==> src/rtl/opf_pkg.sv <==
package opf_pkg;
  localparam int INSTR_W = 32;
  localparam int OP_W    = 6;
  localparam int REG_W   = 5;
  localparam int OP_LSB  = 26;
  localparam int SA_LSB  = 21;
  localparam int SB_LSB  = 16;

  localparam logic [OP_W-1:0] OP_RR    = 6'h00;
  localparam logic [OP_W-1:0] OP_LOAD  = 6'h23;
  localparam logic [OP_W-1:0] OP_STORE = 6'h2B;
  localparam logic [OP_W-1:0] OP_IMM_LO = 6'h08;
  localparam logic [OP_W-1:0] OP_IMM_HI = 6'h0F;

  typedef enum logic [1:0] {
    ST_IDLE = 2'd0,
    ST_RDA  = 2'd1,
    ST_RDB  = 2'd2,
    ST_FIN  = 2'd3
  } seq_state_t;

  typedef struct packed {
    logic use_a;
    logic use_b;
  } src_use_t;
endpackage

==> src/rtl/opf_decode.sv <==
module opf_decode
  import opf_pkg::*;
(
  input  logic [OP_W-1:0] opcode,
  output src_use_t        uses
);
  always_comb begin
    uses = '0;
    if (opcode == OP_RR || opcode == OP_STORE) begin
      uses.use_a = 1'b1;
      uses.use_b = 1'b1;
    end else if (opcode == OP_LOAD ||
                 (opcode >= OP_IMM_LO && opcode <= OP_IMM_HI)) begin
      uses.use_a = 1'b1;
    end
  end
endmodule

==> src/rtl/opf_ctrl.sv <==
module opf_ctrl
  import opf_pkg::*;
#(
  parameter int CNT_W = 2
) (
  input  logic             clk,
  input  logic             rst,
  input  logic             accept,
  input  logic             need_a,
  input  logic             need_b,
  output seq_state_t       state,
  output logic [CNT_W-1:0] count
);
  logic need_b_q;

  always_ff @(posedge clk) begin
    if (rst) begin
      state    <= ST_IDLE;
      count    <= '0;
      need_b_q <= 1'b0;
    end else begin
      unique case (state)
        ST_IDLE: if (accept) begin
          count    <= '0;
          need_b_q <= need_b;
          if (need_a)      state <= ST_RDA;
          else if (need_b) state <= ST_RDB;
          else             state <= ST_FIN;
        end
        ST_RDA: begin
          count <= count + 1'b1;
          state <= need_b_q ? ST_RDB : ST_FIN;
        end
        ST_RDB: begin
          count <= count + 1'b1;
          state <= ST_FIN;
        end
        ST_FIN: state <= ST_IDLE;
        default: state <= ST_IDLE;
      endcase
    end
  end
endmodule

==> src/rtl/opf_seq_top.sv <==
module opf_seq_top
  import opf_pkg::*;
#(
  parameter int DATA_W = 32,
  parameter int CNT_W  = 2
) (
  input  logic              clk,
  input  logic              rst,
  input  logic              start,
  input  logic [INSTR_W-1:0] instr,
  input  logic              fwd_a_vld,
  input  logic [DATA_W-1:0] fwd_a_data,
  input  logic              fwd_b_vld,
  input  logic [DATA_W-1:0] fwd_b_data,
  output logic              rf_ren,
  output logic [REG_W-1:0]  rf_raddr,
  input  logic [DATA_W-1:0] rf_rdata,
  output logic [DATA_W-1:0] opnd_a,
  output logic [DATA_W-1:0] opnd_b,
  output logic              done,
  output logic              busy,
  output logic [CNT_W-1:0]  nreads
);
  logic [OP_W-1:0]  opcode;
  logic [REG_W-1:0] src_a, src_b, src_a_q, src_b_q;
  src_use_t         uses;
  seq_state_t       state;
  logic             accept, zero_a, zero_b, need_a, need_b;

  assign opcode = instr[OP_LSB +: OP_W];
  assign src_a  = instr[SA_LSB +: REG_W];
  assign src_b  = instr[SB_LSB +: REG_W];

  opf_decode u_dec (.opcode(opcode), .uses(uses));

  assign zero_a = (src_a == '0);
  assign zero_b = (src_b == '0);
  assign need_a = uses.use_a && !zero_a && !fwd_a_vld;
  assign need_b = uses.use_b && !zero_b && !fwd_b_vld;
  assign accept = start && (state == ST_IDLE);

  opf_ctrl #(.CNT_W(CNT_W)) u_ctrl (
    .clk(clk), .rst(rst), .accept(accept),
    .need_a(need_a), .need_b(need_b),
    .state(state), .count(nreads)
  );

  always_ff @(posedge clk) begin
    if (rst) begin
      opnd_a  <= '0;
      opnd_b  <= '0;
      src_a_q <= '0;
      src_b_q <= '0;
    end else begin
      if (accept) begin
        src_a_q <= src_a;
        src_b_q <= src_b;
        opnd_a  <= (uses.use_a && !zero_a && fwd_a_vld) ? fwd_a_data : '0;
        opnd_b  <= (uses.use_b && !zero_b && fwd_b_vld) ? fwd_b_data : '0;
      end
      if (state == ST_RDA) opnd_a <= rf_rdata;
      if (state == ST_RDB) opnd_b <= rf_rdata;
    end
  end

  assign rf_ren   = (state == ST_RDA) || (state == ST_RDB);
  assign rf_raddr = (state == ST_RDB) ? src_b_q : src_a_q;
  assign done     = (state == ST_FIN);
  assign busy     = (state != ST_IDLE);
endmodule

==> config.mk <==
export PLATFORM = sky130hd
export DESIGN_NAME = opf_seq_top
export DESIGN_NICKNAME = d
export VERILOG_FILES = /design/src/rtl/opf_pkg.sv /design/src/rtl/opf_decode.sv /design/src/rtl/opf_ctrl.sv /design/src/rtl/opf_seq_top.sv
export SDC_FILE = /design/constraint.sdc
export NUM_CORES = 1
export LEC_CHECK = 0
export BUFFER_PORTS_ARGS = -buffer_cell sky130_fd_sc_hd__buf_2
export CORE_MARGIN = 5
export CORE_UTILIZATION = 46
export CTS_BUF_LIST = sky130_fd_sc_hd__clkbuf_2 sky130_fd_sc_hd__clkbuf_4 sky130_fd_sc_hd__clkbuf_8
export CTS_CLUSTER_SIZE = 12
export DETAILED_ROUTE_END_ITERATION = 8
export PLACE_DENSITY = 0.86
export SYNTH_ARGS = -nofsm -noshare
export SYNTH_HDL_FRONTEND = slang
export SYNTH_SLANG_ARGS = --single-unit
==> constraint.sdc <==
create_clock -name clk -period 3.8 [get_ports clk]
set_input_delay 0.38 -clock clk [delete_from_list [all_inputs] [get_ports clk]]
set_output_delay 0.38 -clock clk [all_outputs]
set_load 0.03 [all_outputs]
After elaboration in Yosys (flattened, before gate mapping):

Cells that the tools add are included.

* flip-flop bits (word level): 79
* input port bits: 133
* output and inout port bits: 74
* word-level logic and storage cells: 59

* add/subtract/negate cells: 1
* magnitude comparators: 2
* eq/ne operators: 6
* mux-type cells: 17
* reduce and logical (&&, ||, !) cells: 26

Operators by type and width (count)
* $mux W32: 6
* $eq A6 B6 Y1 const B: 2
* $logic_not A5 Y1: 2
* $logic_and A1 B1 Y1: 8
* $pmux W2 S4: 1
* $reduce_bool A2 Y1: 4
* $ge A6 B4 Y1 const B: 1
* $le A6 B4 Y1 const B: 1
* $logic_not A6 Y1: 1
* $mux W2: 3
* $mux W1: 5
* $mux W5: 1
* $eq A2 B2 Y1 const B: 2
* $logic_not A1 Y1: 4
* $pmux W2 S2: 1
* $reduce_and A2 Y1: 2
* $logic_or A1 B1 Y1: 3
* $add A2 B1 Y2 const B: 1
* $eq A2 B1 Y1 const B: 1
* $logic_not A2 Y1: 1
* $ne A2 B2 Y1 const B: 1
* $reduce_or A2 Y1: 1

Depth between registers and ports, before layout:

Gate-level depths: netlist of run 1.

* depth after elaboration: 10
* depth in mapped cells: 7
* gate-level depth less buffers: 6

Cells and area by module:

A second synthesis of run 1 with hierarchy kept.

* cells, all modules: 399
* area, all modules: 3778.6 um2

By module, submodules not included
* opf_seq_top: times used 1, cells an instance 357, area an instance 3413.3 um2, sequential area each 1481.4 um2
* opf_ctrl: times used 1, cells an instance 35, area an instance 310.3 um2, sequential area each 100.1 um2
* opf_decode: times used 1, cells an instance 7, area an instance 55.1 um2, sequential area each 0.0 um2

Worst setup path after synthesis of run 1:

No wires, ideal clock.

* path type: register to register
* start point: reg u_ctrl.state[0]
* end point: reg opnd_a[10]
* setup time: 0.070 ns
* arrival time: 1.743 ns
* required time: 3.730 ns
* slack: 1.987 ns
* stages on the path, launching flop included: 8
* path buffers: 1
* clock period less this slack: 1.813 ns
* cell sequence: dfxtp_1 > inv_1 > ha_1 > nand2_1 > a2111oi_2 > clkbuf_1 > nand3_1 > a21oi_1

* cells in the longest elaborated chain, start to end: 3
* elaborated cells between the ends (all ways): 5
* those cells by class: 1 x eq/ne; 1 x mux; 3 x reduce/logical

Ends and longest elaborated chain
* start: declaration: line opf_ctrl.sv:11 `output seq_state_t state,`
* start signal: assignment: line opf_ctrl.sv:32 `state <= need_b_q ? ST_RDB : ST_FIN;`
* $logic_not A2 Y1: line opf_seq_top.sv:40 `assign accept = start && (state == ST_IDLE);`
* $logic_and A1 B1 Y1: line opf_seq_top.sv:40
* $reduce_bool A2 Y1 (no source line)
* end signal: assignment: line opf_seq_top.sv:58 `opnd_a <= (uses.use_a && !zero_a && fwd_a_vld) ? fwd_a_data : '0;`
* end signal: assignment: line opf_seq_top.sv:61 `if (state == ST_RDA) opnd_a <= rf_rdata;`
* end: declaration: line opf_seq_top.sv:18 `output logic [DATA_W-1:0] opnd_a,`

Several ways; a longest one is shown, not always the timed one.
A chain may end at the register's enable or synchronous reset.

Worst setup path after layout of run 1:

* start point: reg u_ctrl.state[0]
* end point: out rf_raddr[2]

* cells in the longest elaborated chain, start to end: 2

Ends and longest elaborated chain
* $eq A2 B2 Y1: line opf_seq_top.sv:67 `assign rf_raddr = (state == ST_RDB) ? src_b_q : src_a_q;`
* $mux W5: line opf_seq_top.sv:67
* end: declaration: line opf_seq_top.sv:16 `output logic [REG_W-1:0] rf_raddr,`

Every way passes these cells.

==> metrics.md, run 1 <==
| Metric | Value |
|---|---|
| Critical path startpoint category | flop |
| Placer Congestion | 0.840 |
| DRC violations left | 0 |
| Max Fclk | 383 MHz |
| PD cells | 725 nW/um^2 |
| Critical path capture point type | primary output |
| Total I/O pin count | 207 |
| Register share of total power | 0.321 |
| Port Buffers | 190 |
| Worst-skew pair later-pin latency | 0.33 ns |
| Via density | 5.90 |
| Final hold violations | 0 |
| Crit path buf inv count | 2 |
| Layout cells sized above 1 | 0.399 |
| Fin Clk Skew | 0.00965 ns |
| DR vias | 3981 |
| Clock power share | 0.220 |
| Hold-fix buffers, CTS | 0 |
| # rows | 31 |
| Clock Tree Buf Depth | 2 |
| Htree depth | 3 |
| Async set or reset register ratio after synthesis | 0 |
| P_leak | 2.02 nW |
| Worst path required time | 3.42 ns |
| Top FF cell, synth | dfxtp_1 |
| Mean routed wirelength per cell | 18.4 um |
| Initial drt markers | 250 |
| YS warnings | 0 |
| Layout net count | 709 |
| CP Class | reg -> out |
| CP peak stage delay | 0.82 ns |
| Sequential-to-total area share from yosys stat | 0.457 |
| Sw Pwr | 1.48 mW |
| Global-route wire length before repair | 19.4 mm |
| Seq cells post-synth | 79 |
| Largest net degree at the start of global routing | 42 |
| Critical path's top delay family | adder cells |
| Worst path slowest cell | ha_2 |
| CP arrival | 2.23 ns |
| Post-CTS sizing | 0 |
| Total congestion overflow | 0 |
| Die ar. | 9360 um^2 |
| CTS tree | done |
| Area delta synth->final | 36.5% |
| Minimum clock period | 2.61 ns |
| Root buf cell | clkbuf_8 |
| Syn Area/Cell | 8.66 um^2 |
| DP HPWL | 8.62 mm |
| Comb pwr share | 0.459 |
| Number of post-CTS setup repair buffers | 0 |
| Final WL | 12.4 mm |
| Max-Cap Viols | 0 |
| CTS Sinks | 79 |
| Clock transition at the registers of the reported paths | 0.09 ns |
| Sw Ratio | 0.433 |
| Setup TNS | 0 ns |
| Core area | 7290 um^2 |
| Pins Over Slew Limit | 0 |
| Num CTS Buffers | 9 |
| Worst Hold Class | in -> reg |
| Starting Density | 0.475 |
| Pre-antenna DRT Iters | 5 |
| CP Max Fanout | 40 |
| Fin crit share | 0.688 |
| Worst-case vdd ir drop | 0.000402 V |
| Library cells used by synthesis | 33 |
| Mapped Nets | 538 |
| Internal Pwr Total | 1.94 mW |
| Die height | 96.8 um |
| Slew Limit Headroom | 0.276 |
| Status | finished clean |
| Antenna Cells | 0 |
| Syn Std Cell Area | 3460 um^2 |
| # setup viols final | 0 |
| Total track usage | 0.251 |
| RSZ-0062 raised after global routing | no |
| Tightest Pin Transition | 1.08 ns |
| EDFF count, synth | 0 |
| Detail Route Antenna Nets | 0 |
| Synth Instances | 400 |
| Initial antenna violation count | 0 |
| Die X | 96.8 um |
| Hold Slack | 0.287 ns |
| Vias in the first global route | 3998 |
| Pwr Total | 3.43 mW |
| Worst path cell trace | inv_1 > ha_2 > mux2_2 > buf_2 |
cell usage in the layout, fill, tap and decap left out, types with 4 or more instances in the layout:
cell type | Yosys | routed
a21oi_1 | 79 | 79
inv_1 | 6 | 6
buf_2 | 0 | 190
nand2_1 | 26 | 26
ha_1 | 5 | 4
a22oi_1 | 64 | 64
nand3_1 | 33 | 33
dfxtp_1 | 79 | 79
clkbuf_8 | 0 | 9
mux2_2 | 5 | 5
nand4_1 | 33 | 33
buf_4 | 0 | 10
worst register-to-register path, stage by stage (launching register included):
cell and delay (ns):
dfxtp_1 0.37, inv_1 0.10, ha_1 0.26, and2_0 0.15, buf_4 0.19, nor2_2 0.83
buf_4 0.33, a22oi_1 0.08, a21oi_1 0.18
through the flow:
step	utilization	worst slack, ns	cells	cell area (um^2)
floorplan	-	1.99	400	3460
global placement	0.615	1.31	659	4480
detailed placement	0.615	1.27	659	4480
CTS	0.648	1.18	675	4730
global route	0.648	1.08	675	4730
finish	0.648	1.19	675	4730
per-layer routing:
layer,track usage,part of all wire,vias up
met2,0.433,0.50,216
li1,-,-,1860
met3,0.0942,0.10,26
met1,0.274,0.37,1879
met5,0,0,-
met4,0.108,0.024,0
registers in the layout, indices dropped and copies added (netlist names):
signal and cells:
u_ctrl.need_b_q 1, opnd_a 32, u_ctrl.count 2, u_ctrl.state 2, opnd_b 32, src_a_q 5
src_b_q 5
final timing paths:
path,slack [ns],from,depth (start not counted),endpoint
hold reg to reg,0.46,src_a_q[0],2,src_a_q[0]
setup / recovery,1.19,u_ctrl.state[0],4,rf_raddr[2]
hold / removal,0.29,fwd_a_data[20],3,opnd_a[20]
setup reg to reg,1.26,u_ctrl.state[0],8,opnd_a[12]
power groups by stage:
| stage | clock network, mW | registers [mW] | logic [mW] |
|---|---|---|---|
| 2_1_floorplan | 0 | 1.39 | 0.793 |
| 6_report | 0.755 | 1.10 | 1.57 |
| 5_1_grt | 0.813 | 1.12 | 1.69 |
| 4_1_cts | 0.771 | 1.10 | 1.57 |
| 3_3_place_gp | 0 | 1.10 | 1.54 |
| 3_5_place_dp | 0 | 1.11 | 1.57 |
logic make-up after synthesis:
family                   Yosys count  synth area share
AO/OA/AOI/OAI                    153             0.280
adder cells (fa/ha/maj)            5            0.0181
buffers and inverters             46            0.0564
flip-flops                        79             0.457
multiplexers                       5            0.0163
AND/OR/NAND/NOR                  112             0.172
layout make-up:
type / instances / area (um^2)
fillers: 657 / 2570
multi-input cells: 275 / 1730
flip-flops and latches: 79 / 1580
repair buffers: 200 / 1030
clock buffers: 9 / 124
well taps: 99 / 124
clock inverters: 7 / 120
inverters: 6 / 22.5
synthesized netlist by cell type, types with 2 or more instances:
master    number  area [um^2]
buf_6          3         33.8
ha_1           5         62.6
nand3_1       33          165
nor3b_1        3         22.5
inv_1          6         22.5
nand2_1       26         97.6
nor2b_1        2         12.5
nand4_1       33          206
dfxtp_1       79         1580
mux2_2         5         56.3
nor2_1         4         15.0
clkbuf_1      36          135
o21ai_0        2         10.0
a211oi_1       2         15.0
a22oi_1       64          480
nand2b_1       2         12.5
a21oi_1       79          395
Note: power is estimated with default switching activity, not from simulation.
==> run 2: changes to the inputs <==
ABC_AREA = 1   (was unset)
CORE_UTILIZATION = 43   (was 46)
PLACE_DENSITY = 0.8   (was 0.86)
clock period = 2.2 ns   (was 3.8 ns; I/O delays follow)
==> metrics.md, run 2 <==
| Metric | Value |
|---|---|
| Highest-count cells in the layout ignoring fill and taps | 192 x nand2_1, 190 x buf_2, 91 x nand3_1 |
| Initial antenna violation count | 1 |
| Critical path startpoint category | flop |
| Setup TNS | 0 ns |
| CP Class | reg -> out |
| Final WL | 12.8 mm |
| Syn Std Cell Area | 4240 um^2 |
| Top FF cell, synth | dfxtp_1 |
| Max Fclk | 530 MHz |
| Pre-antenna DRT Iters | 7 |
| Starting Density | 0.437 |
| Vias in the first global route | 4119 |
| Mean routed wirelength per cell | 13.7 um |
| Final WS setup | 0.313 ns |
| Max-Cap Viols | 0 |
| Via density | 4.91 |
| EDFF count, synth | 0 |
| Detail Route Antenna Nets | 0 |
| P_leak | 2.64 nW |
| Worst-skew pair later-pin latency | 0.34 ns |
| Placer Congestion | 0.791 |
| Port Buffers | 190 |
| Global-route wire length before repair | 19.7 mm |
| Area share of the largest cell type after synthesis | 0.373 |
| Tightest Pin Transition | 0.479 ns |
| Total track usage | 0.206 |
| Placed cell count | 917 |
| Seq cells post-synth | 79 |
| Final hold violations | 0 |
| CTS Sinks | 79 |
| Largest net degree at the start of global routing | 61 |
| CP Max Fanout | 18 |
| Worst path required time | 1.98 ns |
| Cell Count, Final, Fillers Out | 933 |
| CTS tree | done |
| Hold Slack | 0.145 ns |
| Total I/O pin count | 207 |
| Top cell type by total area after synthesis | dfxtp_1 |
| Sequential-to-total area share from yosys stat | 0.373 |
| Num CTS Buffers | 9 |
| Initial drt markers | 363 |
| Dpl ws | 0.542 ns |
| Number of post-CTS setup repair buffers | 0 |
| RSZ-0062 raised after global routing | no |
| Layout net count | 933 |
| Top post-synthesis cells by area | dfxtp_1 37%, nand2_1 17%, nand3_1 11% |
| Die X | 109 um |
| # setup viols final | 0 |
| Worst-case vdd ir drop | 0.000668 V |
| Clock transition at the registers of the reported paths | 0.09 ns |
| Clock Tree Buf Depth | 2 |
| Root buf cell | clkbuf_8 |
| Largest regs | opnd_a x32, opnd_b x32 |
| Core area | 9680 um^2 |
| Synth Instances | 630 |
| DRC violations left | 0 |
| Synth cell count leaders | 193 x nand2_1, 91 x nand3_1, 79 x dfxtp_1 |
| Area delta synth->final | 28.5% |
| Status | finished clean |
| Async set or reset register ratio after synthesis | 0 |
| Worst Hold Class | in -> reg |
| Mapped Nets | 768 |
| Pins Over Slew Limit | 0 |
| Post-CTS sizing | 0 |
| Syn Area/Cell | 6.72 um^2 |
| Minimum clock period | 1.89 ns |
| Commonest non-fill, non-tap cell in the layout | nand2_1 |
| Die height | 109 um |
| Fin Clk Skew | 0.00941 ns |
| Slew Limit Headroom | 0.681 |
| Total congestion overflow | 0 |
| Critical path capture point type | primary output |
| # rows | 36 |
| Die ar. | 11900 um^2 |
| Library cells used by synthesis | 30 |
| PD cells | 1200 nW/um^2 |
| Most frequent cell after synthesis | nand2_1 |
| Fin crit share | 0.858 |
| CP arrival | 1.67 ns |
| Htree depth | 3 |
| Pwr Total | 6.52 mW |
| Hold-fix buffers, CTS | 0 |
| DP HPWL | 9.08 mm |
| DR vias | 4581 |
| Layout cells sized above 1 | 0.322 |
| YS warnings | 0 |
==> run 2: changes by cell type in the layout (fill, tap and decap cells not counted), sizes merged, moves of 3 or more <==
| cell | delta |
|---|---|
| a211oi | -3 |
| a21oi | -45 |
| a22oi | -64 |
| a31oi | +34 |
| buf | +4 |
| inv | +42 |
| mux2 | -5 |
| nand2 | +171 |
| nand3 | +68 |
| nand4 | -33 |
| nor2 | +60 |
| nor3b | -3 |
| o21ai | +9 |
==> run 2: worst max-delay path, stage by stage (launching register included) <==
cell and delay [ns]:
dfxtp_1 0.34, inv_1 0.11, ha_2 0.25, buf_4 0.25, nand2_1 0.09, nand2_1 0.09, buf_2 0.20
==> run 2: final timing paths <==
kind,start,to,slack (ns),cells past startpoint
worst min register to register,u_ctrl.need_b_q,u_ctrl.need_b_q,0.47,2
worst max-delay path,u_ctrl.state[0],rf_raddr[3],0.31,6
worst min-delay path,fwd_b_data[3],opnd_b[3],0.14,3
worst max register to register,u_ctrl.state[0],opnd_a[27],0.52,8
==> run 2: power breakdown <==
part	switching [mW]	internal, mW	total [mW]
Sequential	0.173	1.76	1.94
Clock	0.536	0.782	1.32
Combinational	2.30	0.971	3.27
Total	3.01	3.52	6.52
==> run 2: area by class of cell <==
class / instances / area [um^2]
fillers: 974 / 4240
well taps: 133 / 166
repair buffers: 204 / 1080
multi-input cells: 452 / 2190
clock inverters: 5 / 106
inverters: 49 / 184
diodes: 1 / 2.50
clock buffers: 10 / 138
flip-flops and latches: 79 / 1580
==> run 2: kinds of logic after synthesis <==
logic type | after synthesis | synth area share
buffers and inverters | 99 | 0.114
flip-flops | 79 | 0.373
adder cells (fa/ha/maj) | 5 | 0.0148
AO/OA/AOI/OAI | 81 | 0.120
AND/OR/NAND/NOR | 366 | 0.378
==> run 2: per-layer routing <==
metal | routed length, um | track usage | part of all wire | vias to the layer above
met1 | 5300 | 0.262 | 0.41 | 2026
met2 | 6240 | 0.353 | 0.49 | 185
met3 | 1080 | 0.0426 | 0.084 | 17
met5 | 0 | 0 | 0 | -
met4 | 157 | 0.0579 | 0.012 | 0
li1 | - | - | - | 2353
==> run 2: per-stage QoR <==
step	utilization	cell area, um^2
6_report	0.562	5450
5_1_grt	0.562	5450
3_5_place_dp	0.537	5200
3_3_place_gp	0.537	5200
4_1_cts	0.562	5440
2_1_floorplan	-	4240
==> run 3: changes to the inputs <==
CELL_PAD_IN_SITES_DETAIL_PLACEMENT = 2   (was unset)
CELL_PAD_IN_SITES_GLOBAL_PLACEMENT = 2   (was unset)
CORE_UTILIZATION = 22   (was 43)
CTS_CLUSTER_SIZE = 10   (was 12)
MAX_ROUTING_LAYER = met4   (was unset)
PLACE_DENSITY = 0.82   (was 0.8)
==> metrics.md, run 3 (synthesis results as in run 2) <==
| Metric | Value |
|---|---|
| Status | finished clean |
| Layout net count | 935 |
| Clock transition at the registers of the reported paths | 0.09 ns |
| Number of post-CTS setup repair buffers | 0 |
| Worst path required time | 1.98 ns |
| Worst r2r path cells | 6 |
| Worst-skew pair later-pin latency | 0.36 ns |
| Critical path startpoint category | flop |
| Cell Count, Final, Fillers Out | 1064 |
| Global-route wire length before repair | 28.2 mm |
| Total I/O pin count | 207 |
| FF-to-FF Start | u_ctrl.state[0] |
| CTS tree | done |
| Total congestion overflow | 0 |
| DP HPWL | 13.6 mm |
| Minimum clock period | 2.01 ns |
| Htree depth | 3 |
| Worst Hold Class | in -> reg |
| Critical path capture point type | primary output |
| CTS Sinks | 79 |
| Total track usage | 0.167 |
| Hold Path End | opnd_b[8] |
| PD cells | 1170 nW/um^2 |
| Worst-case vdd ir drop | 0.000369 V |
| # setup viols final | 0 |
| Final WL | 18.1 mm |
| Multi-input gate area | 2190 um^2 |
| Register area | 1580 um^2 |
| Initial antenna violation count | 2 |
| Root buf cell | clkbuf_8 |
| Mean routed wirelength per cell | 17.1 um |
| Fin Clk Skew | 0.0167 ns |
| Num CTS Buffers | 9 |
| Placed cell count | 1046 |
| Hold Crit Depth | 3 |
| Area delta synth->final | 31.3% |
| Port Buffers | 190 |
| RSZ-0062 raised after global routing | no |
| Hold-fix buffers, CTS | 0 |
| Commonest non-fill, non-tap cell in the layout | nand2_1 |
| HP Start | fwd_b_data[8] |
| Max-Cap Viols | 0 |
| DR vias | 4901 |
| Starting Density | 0.225 |
| Final hold violations | 0 |
| CP Class | reg -> out |
| Layout cells sized above 1 | 0.325 |
| Setup TNS | 0 ns |
| Via density | 4.61 |
| DRC violations left | 0 |
| Core area | 18800 um^2 |
| Die height | 149 um |
| Slew Limit Headroom | 0.626 |
| Largest regs | opnd_a x32, opnd_b x32 |
| Die X | 149 um |
| Fin crit share | 0.913 |
| Post-CTS sizing | 0 |
| Largest net degree at the start of global routing | 52 |
| Pins Over Slew Limit | 0 |
| Die ar. | 22100 um^2 |
| Initial drt markers | 170 |
| Pre-antenna DRT Iters | 4 |
| Clock Tree Buf Depth | 2 |
| Vias in the first global route | 5362 |
| Finished Cell Area | 5560 um^2 |
| P_leak | 2.62 nW |
| Detail Route Antenna Nets | 0 |
| Worst R2R End | opnd_b[2] |
| Placed cell areas | 5390 um^2 |
| CP Max Fanout | 15 |
| Tightest Pin Transition | 0.561 ns |
| CP arrival | 1.79 ns |
| Max Fclk | 498 MHz |
| FILL cells | 2332 |
| # rows | 50 |
| Highest-count cells in the layout ignoring fill and taps | 192 x nand2_1, 190 x buf_2, 91 x nand3_1 |
| R2r setup slk | 0.34 ns |
| Placer Congestion | 0.747 |
## run 3: changes by cell type in the layout (fill, tap and decap cells not counted), sizes merged
cell,delta
clkinv,+3
buf,+2
inv,+1
clkbuf,+1
diode,+1
clkinvlp,-1
bufinv,-3
## run 3: cell type report
class                   count  share of cell area
multi-input cells         452               0.393
clock buffers              11              0.0250
diodes                      2            0.000899
inverters                  49              0.0331
well taps                 260              0.0585
flip-flops and latches     79               0.284
clock inverters             5             0.00585
repair buffers            206               0.199
## run 3: how the worst max path moves through the flow
stage / slack (ns) / startpoint / cells after the start / endpoint
floorplan: 0.52 / u_ctrl.state[0] / 7 / rf_raddr[0]
global placement: 0.38 / u_ctrl.state[0] / 7 / u_ctrl.state[0]
detailed placement: 0.32 / u_ctrl.state[0] / 6 / opnd_b[7]
CTS: 0.11 / u_ctrl.state[0] / 6 / rf_raddr[1]
global route: 0.06 / u_ctrl.state[0] / 6 / rf_raddr[0]
finish: 0.19 / u_ctrl.state[0] / 6 / rf_raddr[1]
## run 3: critical path, cell delays in order (launching register included)
cell and delay [ns]:
dfxtp_1 0.34, inv_1 0.12, ha_2 0.32, buf_4 0.29, nand2_1 0.09, nand2_1 0.07, buf_2 0.20
## run 3: power breakdown
group | internal, mW | switching (mW)
Combinational | 1.01 | 2.50
Clock | 0.437 | 0.604
Sequential | 1.76 | 0.182
## run 3: metal layers
layer	global-route usage	up-vias	part of all wire
met4	0.0604	0	0.026
met5	-	-	0
met2	0.286	136	0.49
met1	0.193	2375	0.43
li1	-	2363	-
met3	0.0380	27	0.057
## run 3: stage by stage
stage          total power [mW]  worst slack (ns)  hold WS (ns)   util
5_1_grt                    7.02            0.0606        0.0974  0.295
3_3_place_gp               5.45             0.377         0.456  0.286
6_report                   6.49             0.191         0.121  0.295
4_1_cts                    6.63             0.115        0.0898  0.295
3_5_place_dp               5.55             0.321         0.467  0.286
2_1_floorplan              4.33             0.524         0.370      -
